[src/rtl/intr_regs_pkg.sv]
package intr_regs_pkg;

  typedef enum logic [1:0] {
    RD_NONE   = 2'd0,
    RD_STATUS = 2'd1,
    RD_ENABLE = 2'd2
  } rdSel_e;

  // Strobes from the decoder to the register datapath
  typedef struct packed {
    logic   clrStatus;
    logic   setEnable;
    logic   clrEnable;
    rdSel_e rdSel;
  } regStrobe_t;

endpackage

[src/rtl/intr_reg_ctrl.sv]
module intr_reg_ctrl
  import intr_regs_pkg::*;
#(
  parameter int ADDR_W      = 4,
  parameter int STATUS_ADDR = 0,
  parameter int ENSET_ADDR  = 1,
  parameter int ENCLR_ADDR  = 2
) (
  input  logic [ADDR_W-1:0] addr,
  input  logic              wrEn,
  output regStrobe_t        stb
);

  localparam logic [ADDR_W-1:0] StatusA = ADDR_W'(STATUS_ADDR);
  localparam logic [ADDR_W-1:0] EnSetA  = ADDR_W'(ENSET_ADDR);
  localparam logic [ADDR_W-1:0] EnClrA  = ADDR_W'(ENCLR_ADDR);

  always_comb begin
    stb = '{clrStatus: 1'b0, setEnable: 1'b0, clrEnable: 1'b0, rdSel: RD_NONE};
    if (addr == StatusA) begin
      stb.rdSel     = RD_STATUS;
      stb.clrStatus = wrEn;
    end else if (addr == EnSetA) begin
      stb.rdSel     = RD_ENABLE;
      stb.setEnable = wrEn;
    end else if (addr == EnClrA) begin
      stb.rdSel     = RD_ENABLE;
      stb.clrEnable = wrEn;
    end
  end

endmodule

[src/rtl/intr_reg_dp.sv]
module intr_reg_dp
  import intr_regs_pkg::*;
#(
  parameter int                DATA_W     = 32,
  parameter logic [DATA_W-1:0] SRC_MASK   = 32'h4000_007F,
  parameter int                MASTER_BIT = 31
) (
  input  logic              clk,
  input  logic              rstN,
  input  regStrobe_t        stb,
  input  logic [DATA_W-1:0] wrData,
  input  logic [DATA_W-1:0] evtIn,
  output logic [DATA_W-1:0] statusQ,
  output logic [DATA_W-1:0] enableQ,
  output logic [DATA_W-1:0] rdData,
  output logic              irq
);

  localparam logic [DATA_W-1:0] EN_MASK = SRC_MASK | (DATA_W'(1) << MASTER_BIT);

  for (genvar i = 0; i < DATA_W; i++) begin : g_bit
    if (SRC_MASK[i]) begin : g_stat
      // An event takes priority over a clear in the same cycle
      always_ff @(posedge clk) begin
        if (!rstN)                          statusQ[i] <= 1'b0;
        else if (evtIn[i])                  statusQ[i] <= 1'b1;
        else if (stb.clrStatus && wrData[i]) statusQ[i] <= 1'b0;
      end
    end else begin : g_noStat
      assign statusQ[i] = 1'b0;
    end

    if (EN_MASK[i]) begin : g_en
      always_ff @(posedge clk) begin
        if (!rstN)                          enableQ[i] <= 1'b0;
        else if (stb.setEnable && wrData[i]) enableQ[i] <= 1'b1;
        else if (stb.clrEnable && wrData[i]) enableQ[i] <= 1'b0;
      end
    end else begin : g_noEn
      assign enableQ[i] = 1'b0;
    end
  end

  logic [DATA_W-1:0] pendVec;
  assign pendVec = statusQ & enableQ & SRC_MASK;
  assign irq     = enableQ[MASTER_BIT] & (|pendVec);

  always_comb begin
    unique case (stb.rdSel)
      RD_STATUS: rdData = statusQ;
      RD_ENABLE: rdData = enableQ;
      default:   rdData = '0;
    endcase
  end

endmodule

[src/rtl/intr_reg_set.sv]
module intr_reg_set
  import intr_regs_pkg::*;
#(
  parameter int                ADDR_W      = 4,
  parameter int                DATA_W      = 32,
  parameter int                STATUS_ADDR = 0,
  parameter int                ENSET_ADDR  = 1,
  parameter int                ENCLR_ADDR  = 2,
  parameter logic [DATA_W-1:0] SRC_MASK    = 32'h4000_007F,
  parameter int                MASTER_BIT  = 31
) (
  input  logic              clk,
  input  logic              rstN,
  input  logic [ADDR_W-1:0] addr,
  input  logic              wrEn,
  input  logic [DATA_W-1:0] wrData,
  output logic [DATA_W-1:0] rdData,
  input  logic [DATA_W-1:0] evtIn,
  output logic              irq
);

  regStrobe_t        stb;
  logic [DATA_W-1:0] statusQ;
  logic [DATA_W-1:0] enableQ;

  intr_reg_ctrl #(
    .ADDR_W(ADDR_W), .STATUS_ADDR(STATUS_ADDR),
    .ENSET_ADDR(ENSET_ADDR), .ENCLR_ADDR(ENCLR_ADDR)
  ) u_ctrl (
    .addr(addr), .wrEn(wrEn), .stb(stb)
  );

  intr_reg_dp #(
    .DATA_W(DATA_W), .SRC_MASK(SRC_MASK), .MASTER_BIT(MASTER_BIT)
  ) u_dp (
    .clk(clk), .rstN(rstN), .stb(stb), .wrData(wrData), .evtIn(evtIn),
    .statusQ(statusQ), .enableQ(enableQ), .rdData(rdData), .irq(irq)
  );

endmodule

[config.mk]
export PLATFORM = sky130hd
export DESIGN_NAME = intr_reg_set
export DESIGN_NICKNAME = d
export VERILOG_FILES = /design/src/rtl/intr_regs_pkg.sv /design/src/rtl/intr_reg_ctrl.sv /design/src/rtl/intr_reg_dp.sv /design/src/rtl/intr_reg_set.sv
export SDC_FILE = /design/constraint.sdc
export NUM_CORES = 1
export LEC_CHECK = 0
export ABC_AREA = 1
export BUFFER_PORTS_ARGS = -buffer_cell sky130_fd_sc_hd__buf_2
export CAP_MARGIN = 20
export CORE_MARGIN = 8
export CORE_UTILIZATION = 34
export DETAILED_ROUTE_END_ITERATION = 7
export PLACE_DENSITY = 0.83
export SETUP_SLACK_MARGIN = 0.4
export SYNTH_ARGS = -nofsm -noshare
export SYNTH_HDL_FRONTEND = slang
export SYNTH_SLANG_ARGS = --single-unit
[constraint.sdc]
create_clock -name clk -period 0.8 [get_ports clk]
set_clock_uncertainty 0.05 [all_clocks]
set_input_delay 0 -clock clk [delete_from_list [all_inputs] [get_ports clk]]
set_output_delay 0 -clock clk [all_outputs]
set_load 0.02 [all_outputs]
* Word level (Yosys, flattened, before mapping)
Cells that the tools add are included.
** Storage, ports and cells
- Bits in registers :: 17
- Input port bits :: 71
- Logic and storage cells :: 110
- Output and inout port bits :: 33
** Operators by class
- Bitwise gates (word level) :: 2
- Equality and inequality tests :: 4
- Reduce and logical (&&, ||, !) cells :: 45
- Muxes and demuxes :: 42
** Operator list (count)
- $pmux 32 s2 :: 1
- $mux 1 :: 37
- $reduce_bool 2->1 :: 17
- $and 31x31->31 :: 1
- $logic_and 1x1->1 :: 26
- $reduce_or 8->1 :: 1
- $mux 2 :: 3
- $eq 4x1->1 const B :: 1
- $eq 4x2->1 const B :: 1
- $logic_not 4->1 :: 1
- $mux 3 :: 1
- $eq 2x1->1 const B :: 1
- $eq 2x2->1 const B :: 1
- $and 1x1->1 :: 1

* Logic depth before layout (Yosys ltp)
Gate-level depths: netlist of run 1.
- Word-level depth :: 7
- Depth in mapped cells :: 5
- Depth with buffers taken out :: 5

* By module
A second synthesis of run 1 with hierarchy kept.
** Unflattened totals
- Cells, all modules :: 217
- Area, all modules :: 1491.4 µm²
** By module, submodules not included
- intr_reg_dp :: seq. area each 340.3 µm², cells an instance 202, instances 1, area an instance 1432.6 µm²
- intr_reg_ctrl :: seq. area each 0.0 µm², cells an instance 15, instances 1, area an instance 58.8 µm²

* Worst setup path before layout of run 1
No wires, ideal clock.
- Kind :: register to output
- Start point :: reg u_dp.statusQ[0]
- End point :: out irq
- Stages on the path, launching flop included :: 5
- Data required time :: 750 ps
- Arrival time :: 905 ps
- Slack :: -155 ps
- Buffers on the path :: 0
- Path through :: dfxtp_1 inv_1 o21ai_0 nor2_1 a21oi_1
** Between the ends
- Word-level cells in the longest chain between the ends :: 3
** Ends and longest elaborated chain
- from (decl) :: RTL line intr_reg_dp.sv:13 : output logic [DATA_W-1:0] statusQ,
- from (signal, indexed assignment) :: RTL line intr_reg_dp.sv:25 : if (!rstN) statusQ[i] <= 1'b0;
- from (signal, indexed assignment) :: RTL line intr_reg_dp.sv:26 : else if (evtIn[i]) statusQ[i] <= 1'b1;
- from (signal, indexed assignment) :: RTL line intr_reg_dp.sv:27 : else if (stb.clrStatus && wrData[i]) statusQ[i] <= 1'b0;
- $and 31x31->31 :: RTL line intr_reg_dp.sv:45 : assign pendVec = statusQ & enableQ & SRC_MASK;
- $reduce_or 8->1 :: RTL line intr_reg_dp.sv:46 : assign irq = enableQ[MASTER_BIT] & (|pendVec);
- $and 1x1->1 :: RTL line intr_reg_dp.sv:46
- to (decl) :: RTL line intr_reg_set.sv:19 : output logic irq
Every way passes these cells.

* Worst setup path after layout of run 1
- Start point :: reg u_dp.statusQ[30]
- End point :: out irq
Same word-level chain as after synthesis.

==> results of run 1 <==
==> cells in the mapped netlist <==
| library cell | instances |
|---|---|
| buf_2 | 5 |
| inv_2 | 2 |
| buf_6 | 1 |
| buf_4 | 24 |
| o21ai_2 | 5 |
| inv_1 | 20 |
| conb_1 | 1 |
| clkbuf_1 | 1 |
| clkinv_1 | 1 |
| dfxtp_1 | 17 |
| nor2_1 | 3 |
| nand2_1 | 24 |
| nand4_1 | 26 |
| a21oi_1 | 18 |
| o21ai_4 | 1 |
| nand3_1 | 5 |
| o22ai_1 | 3 |
| nor2_4 | 3 |
| nor2_2 | 1 |
| o21ai_0 | 3 |
==> timing repair <==
item,4_1_cts,5_1_grt
setup buffers,6,7
pin swaps,18,4
resized for setup,66,27
setup endpoints to repair,27,27
endpoints found under the hold margin,17,17
==> routing by layer <==
| metal | routed length [microns] | global-route usage | part of all wire |
|---|---|---|---|
| met1 | 1333 | 0.1275 | 0.37 |
| met2 | 1939 | 0.2352 | 0.53 |
| met3 | 293 | 0.03100 | 0.080 |
| met4 | 75 | 0.03696 | 0.021 |
| met5 | 0 | 0 | 0 |
==> cell families after synthesis <==
group / after synthesis / synth area share
other cells: 1 / 0.003223
compound gates: 30 / 0.1581
simple gates: 62 / 0.2828
flops: 17 / 0.2925
buf+inv: 54 / 0.2634
==> power groups by stage <==
stage	registers, mW	logic (mW)	clock network, mW
after global routing	0.920	0.645	0.531
after global placement	0.923	0.442	0
final	0.916	0.598	0.494
after detailed placement	0.925	0.449	0
after floorplan	0.920	0.382	0
after CTS	0.915	0.525	0.479
==> through the flow <==
stage / util / setup TNS [ns]
after global placement: 0.4452 / -4.069
final: 0.5752 / -3.143
after floorplan: - / -0.01536
after CTS: 0.5280 / -2.624
after global routing: 0.5752 / -3.647
after detailed placement: 0.4452 / -4.466
==> final cells by class <==
cell class                      instances  area [sq um]  area share
Sequential cell                        17         361.6      0.1899
Clock buffer                            4         26.28     0.01380
Tap cell                               46         57.56     0.03022
Multi-Input combinational cell        115         799.5      0.4198
Inverter                               23         98.84     0.05191
Timing Repair Buffer                   63         560.5      0.2943
==> worst reg2reg max path, delay by kind of cell (launching register included) <==
kind,cells,cell delay [ns]
AO/OA/AOI/OAI,1,0.05
buffers and inverters,3,0.31
AND/OR/NAND/NOR,1,0.05
flip-flops,1,0.35
==> worst max-delay path by stage <==
stage                       to                           from
detailed placement   rdData[4]                        addr[0]
finish                     irq  u_dp.statusQ[30]$_SDFFE_PN0P_
CTS                        irq   u_dp.statusQ[0]$_SDFFE_PN0P_
floorplan                  irq   u_dp.statusQ[4]$_SDFFE_PN0P_
global placement    rdData[30]                        addr[0]
global route               irq   u_dp.statusQ[4]$_SDFFE_PN0P_
==> state kept, by name, summed over array words and instances, names as in the netlist <==
name / flops
u_dp.statusQ: 8
u_dp.enableQ: 9
==> cells in the final DEF, fill, tap and decap left out, drive strengths merged <==
cell type / count
a21oi: 18
buf: 63
clkbuf: 4
clkinv: 1
conb: 23
dfxtp: 17
inv: 22
nand2: 24
nand3: 5
nand4: 26
nor2: 7
o21ai: 9
o22ai: 3
==> metrics.txt, run 1 <==
final RePlAce weighted congestion=0.8019; share of cells above drive strength 1=0.6126; outcome=complete, but fails checks; buffers added on ports=33; Residual DRC=0; Nets=294; syn avg cell area=7.095 sq um; post-synth top area share=0.2925; Setup Viol. Count Final=12; Logic pwr share=0.298; final hold violation count=17; non-filler cells, final=268; Worst Hold End=u_dp.statusQ[1]$_SDFFE_PN0P_; Cells after Synth=164; number of global-route vias before repair=1,251; slowest CP cell=dfxtp_2; Die ar.=0.005550 sq mm; Yosys warnings=0; crit path capture type=output port; Power Internal=1.315 mW; slowest stage delay, CP=0.35 ns; Via density=4.757; CP Buf/Inv Count=2; DP Area=0.001474 sq mm; fraction of power spent switching nets=0.3452; RSZ-0062 raised after global routing=true; Yosys reg bits=17; hold path cells=3; Seq/Total Area, Yosys=0.2925; CP required=0.75 ns; maximum vdd drop=0.6317 mV; IO Pins=104; H-Tree Depth=1; WP data arrival=1.17 ns; CP Cell Sequence=inv_2, o21ai_1, nor2_1, a21oi_2, buf_6; final period utilization=1.527; Setup CP Type=reg -> out; leakage power=0.7640 nW; Worst-path clk slew=0.11 ns; worst-path maximum fanout=2; Total Routing Usage GR=0.1234; Post-Syn Area=0.001164 sq mm; clock share of power=0.246; final worst slack=-0.4216 ns; Routed Antenna Nets=0; FF-to-FF End=u_dp.enableQ[5]$_SDFFE_PN0P_; drt wl/cell=13.59 microns; max-slew violation count=0; number of cells on the worst reg-to-reg path=5; PD cells=1055 mW/mm^2; fmax=0.8186 GHz; CTS Buf Count=3; Tmin final=1.222 ns; post-synthesis to final-layout area growth=63.66%; Hold WS=-0.1322 ns; global route overflow=0; CTS tree=yes; area leader, netlist=dfxtp_1; Hold Path Class=in -> reg; number of diodes=0; initial drt markers=45; pre-CTS setup slack=-0.3327 ns; CTS root buf=clkbuf_4; MaxCap Viol Count=0; Worst setup SP type=flip-flop; setup slack, reg-to-reg=-0.12 ns; Routed Wire Length=3642 microns; Yosys cell types=20; clk buf depth=2; fin area=0.001904 sq mm; antenna violations before repair=0; hold_sp=evtIn[1]; largest net degree at the start of global routing=27; cell row count=21; failing checks=hold timing, setup timing; Clock Latency Late Sink=0.30 ns; CORE AREA=0.003311 sq mm; Tot Pwr=2.009 mW; die height=74.50 microns; Starting Density=0.3515; Cells after DPL=251; CP Depth=5; r2r startpoint=u_dp.enableQ[5]$_SDFFE_PN0P_; top cell family by delay on the critical path=flip-flops; CTS Sinks=17; die width=74.50 microns; sequential fraction of design power=0.456; first-pass GRT wire length=5457 microns; post-DP HPWL=2461 microns; Psw=693.4 uW; # fillers=314; ranking of synthesized cells by area=dfxtp_1, buf_4, nand4_1; Via Count=1,275; DRT Pass-1 Iters=4
Note: power is estimated with default switching activity, not from simulation.
==> inputs of run 2 (changes only) <==
==> constraint.sdc (replaced) <==
create_clock -name clk -period 0.8 [get_ports clk]
set_clock_uncertainty 0.05 [all_clocks]
set_input_delay 0.24 -clock clk [delete_from_list [all_inputs] [get_ports clk]]
set_output_delay 0.24 -clock clk [all_outputs]
set_load 0.02 [all_outputs]
==> run 2 against run 1 <==
The run ends with setup timing left. Non-clock buffer count up 7. Sequential cell count stayed put. Cell area up 4.1%. Critical path type unchanged. Critical endpoint unchanged. Largest power group unchanged.
==> metrics.txt, run 2 (synthesized netlist as in run 1, its figures left out) <==
outcome=complete, but fails checks; failing checks=setup timing; first-pass GRT wire length=5651 microns; slowest CP cell=dfxtp_2; Worst setup SP type=flip-flop; CP Buf/Inv Count=2; max reg flops=9; crit path capture type=output port; Top Registers=u_dp.enableQ x9, u_dp.statusQ x8; Tmin final=1.428 ns; post-DP HPWL=2606 microns; buffers added on ports=33; IO Pins=104; slowest stage delay, CP=0.35 ns; CP Cell Sequence=inv_2, o21ai_2, nor2_2, a21oi_2, buf_6; PD cells=1039 mW/mm^2; Hold Path Class=in -> reg; Cells after DPL=259; number of cells on the worst reg-to-reg path=3; cell row count=21; number of global-route vias before repair=1,224; MaxCap Viol Count=0; Die ar.=0.005550 sq mm; DRT Pass-1 Iters=4; Worst-path clk slew=0.10 ns; Routed Wire Length=3882 microns; max-slew violation count=0; Top reg by flops=u_dp.enableQ; non-filler cells, final=275; fmax=0.7003 GHz; M3 GR Usage=0.04313; global route overflow=0; Via density=4.745; CP startpoint=u_dp.enableQ[4]$_SDFFE_PN0P_; Starting Density=0.3515; layer with the highest usage=met2; final period utilization=1.785; CORE AREA=0.003311 sq mm; leakage power=0.8264 nW; Routed Antenna Nets=0; post-synthesis to final-layout area growth=70.43%; largest net degree at the start of global routing=18; initial drt markers=70; GR Layer Usage met2=0.2217; antenna violations before repair=0; setup slack, reg-to-reg=0.06 ns; maximum vdd drop=0.6699 mV; final worst slack=-0.6280 ns; die height=74.50 microns; top cell family by delay on the critical path=flip-flops; Post-Route Setup TNS=-8.570 ns; r2r startpoint=u_dp.enableQ[5]$_SDFFE_PN0P_; CTS Buf Count=3; Worst setup endpoint=irq; final hold violation count=0; clk buf depth=2; Residual DRC=0; WP data arrival=1.14 ns; CTS tree=yes; Total Routing Usage GR=0.1332; Hold WS=0.1197 ns; FF-to-FF End=u_dp.enableQ[5]$_SDFFE_PN0P_; Clock Latency Late Sink=0.28 ns; RSZ-0062 raised after global routing=true; die width=74.50 microns; Setup CP Type=reg -> out; hold_buf cts=0; # fillers=312; final RePlAce weighted congestion=0.8361; met1 global-route usage=0.1563; CTS root buf=clkbuf_4; commonest non-fill, non-tap cell in the layout=nand4_1; CP Depth=5; hold_sp=evtIn[30]; worst-path maximum fanout=2; drt wl/cell=14.12 microns; Via Count=1,305; Setup Viol. Count Final=27; share of cells above drive strength 1=0.5502; CP required=0.51 ns; Nets=301; number of diodes=0; H-Tree Depth=1; most frequent cells in the layout=nand4_1, buf_6, nand2_1, conb_1, buf_2; CTS Sinks=17
run 2: changes by cell type in the layout (fill, tap and decap cells not counted), moves of 5 or more:
cell / delta
a21oi_2: -6
nand2_2: -7
nand2_1: +8
o21ai_2: +5
a21oi_1: +6
buf_8: +5
run 2: area by class of cell:
class,count,area (sq um),share of cell area
repair buffers,70,695.7,0.3508
inverters,23,101.3,0.05110
clock buffers,4,26.28,0.01325
flip-flops and latches,17,356.6,0.1798
well taps,46,57.56,0.02902
multi-input cells,115,745.7,0.3760
run 2: repair_timing:
item,4_1_cts,5_1_grt
setup buffers,6,3
gates cloned,2,1
pin swaps,11,9
gates resized for setup,44,33
endpoints found under the setup margin,27,27
run 2: power breakdown:
part           switching [mW]  leakage, nW  total [mW]  internal, mW
clock                   0.264       0.0150       0.457         0.194
sequential             0.0191        0.145       0.904         0.885
combinational           0.390        0.667       0.699         0.309
run 2: routing by layer:
| metal | share of wire | vias up |
|---|---|---|
| li1 | - | 643 |
| met1 | 0.40 | 610 |
| met2 | 0.52 | 50 |
| met3 | 0.079 | 2 |
| met4 | 0.0033 | 0 |
| met5 | 0 | - |
run 2: worst min path at each step:
stage | to | slack [ns] | cells after the start
2_1_floorplan | u_dp.statusQ[0]$_SDFFE_PN0P_ | 0.32 | 2
3_3_place_gp | u_dp.enableQ[31]$_SDFFE_PN0P_ | 0.40 | 2
3_5_place_dp | u_dp.enableQ[30]$_SDFFE_PN0P_ | 0.41 | 2
4_1_cts | u_dp.statusQ[30]$_SDFFE_PN0P_ | 0.11 | 3
5_1_grt | u_dp.statusQ[4]$_SDFFE_PN0P_ | 0.1 | 3
6_report | u_dp.statusQ[30]$_SDFFE_PN0P_ | 0.12 | 3
run 2: per-stage QoR:
stage               worst slack, ns    util  area [sq um]  power [mW]
floorplan                   -0.3502       -          1336       1.306
CTS                         -0.6348  0.5544          1836       2.011
detailed placement          -0.6526  0.4773          1580       1.445
global placement            -0.6182  0.4773          1580       1.434
finish                      -0.6280  0.5990          1983       2.061
global route                -0.7290  0.5990          1983       2.195
run 2: worst reg2reg max path, delay by kind of cell (launching register included):
family | cells | cell delay [ns]
buf+inv | 1 | 0.10
compound gates | 1 | 0.13
flops | 1 | 0.34
simple gates | 1 | 0.05
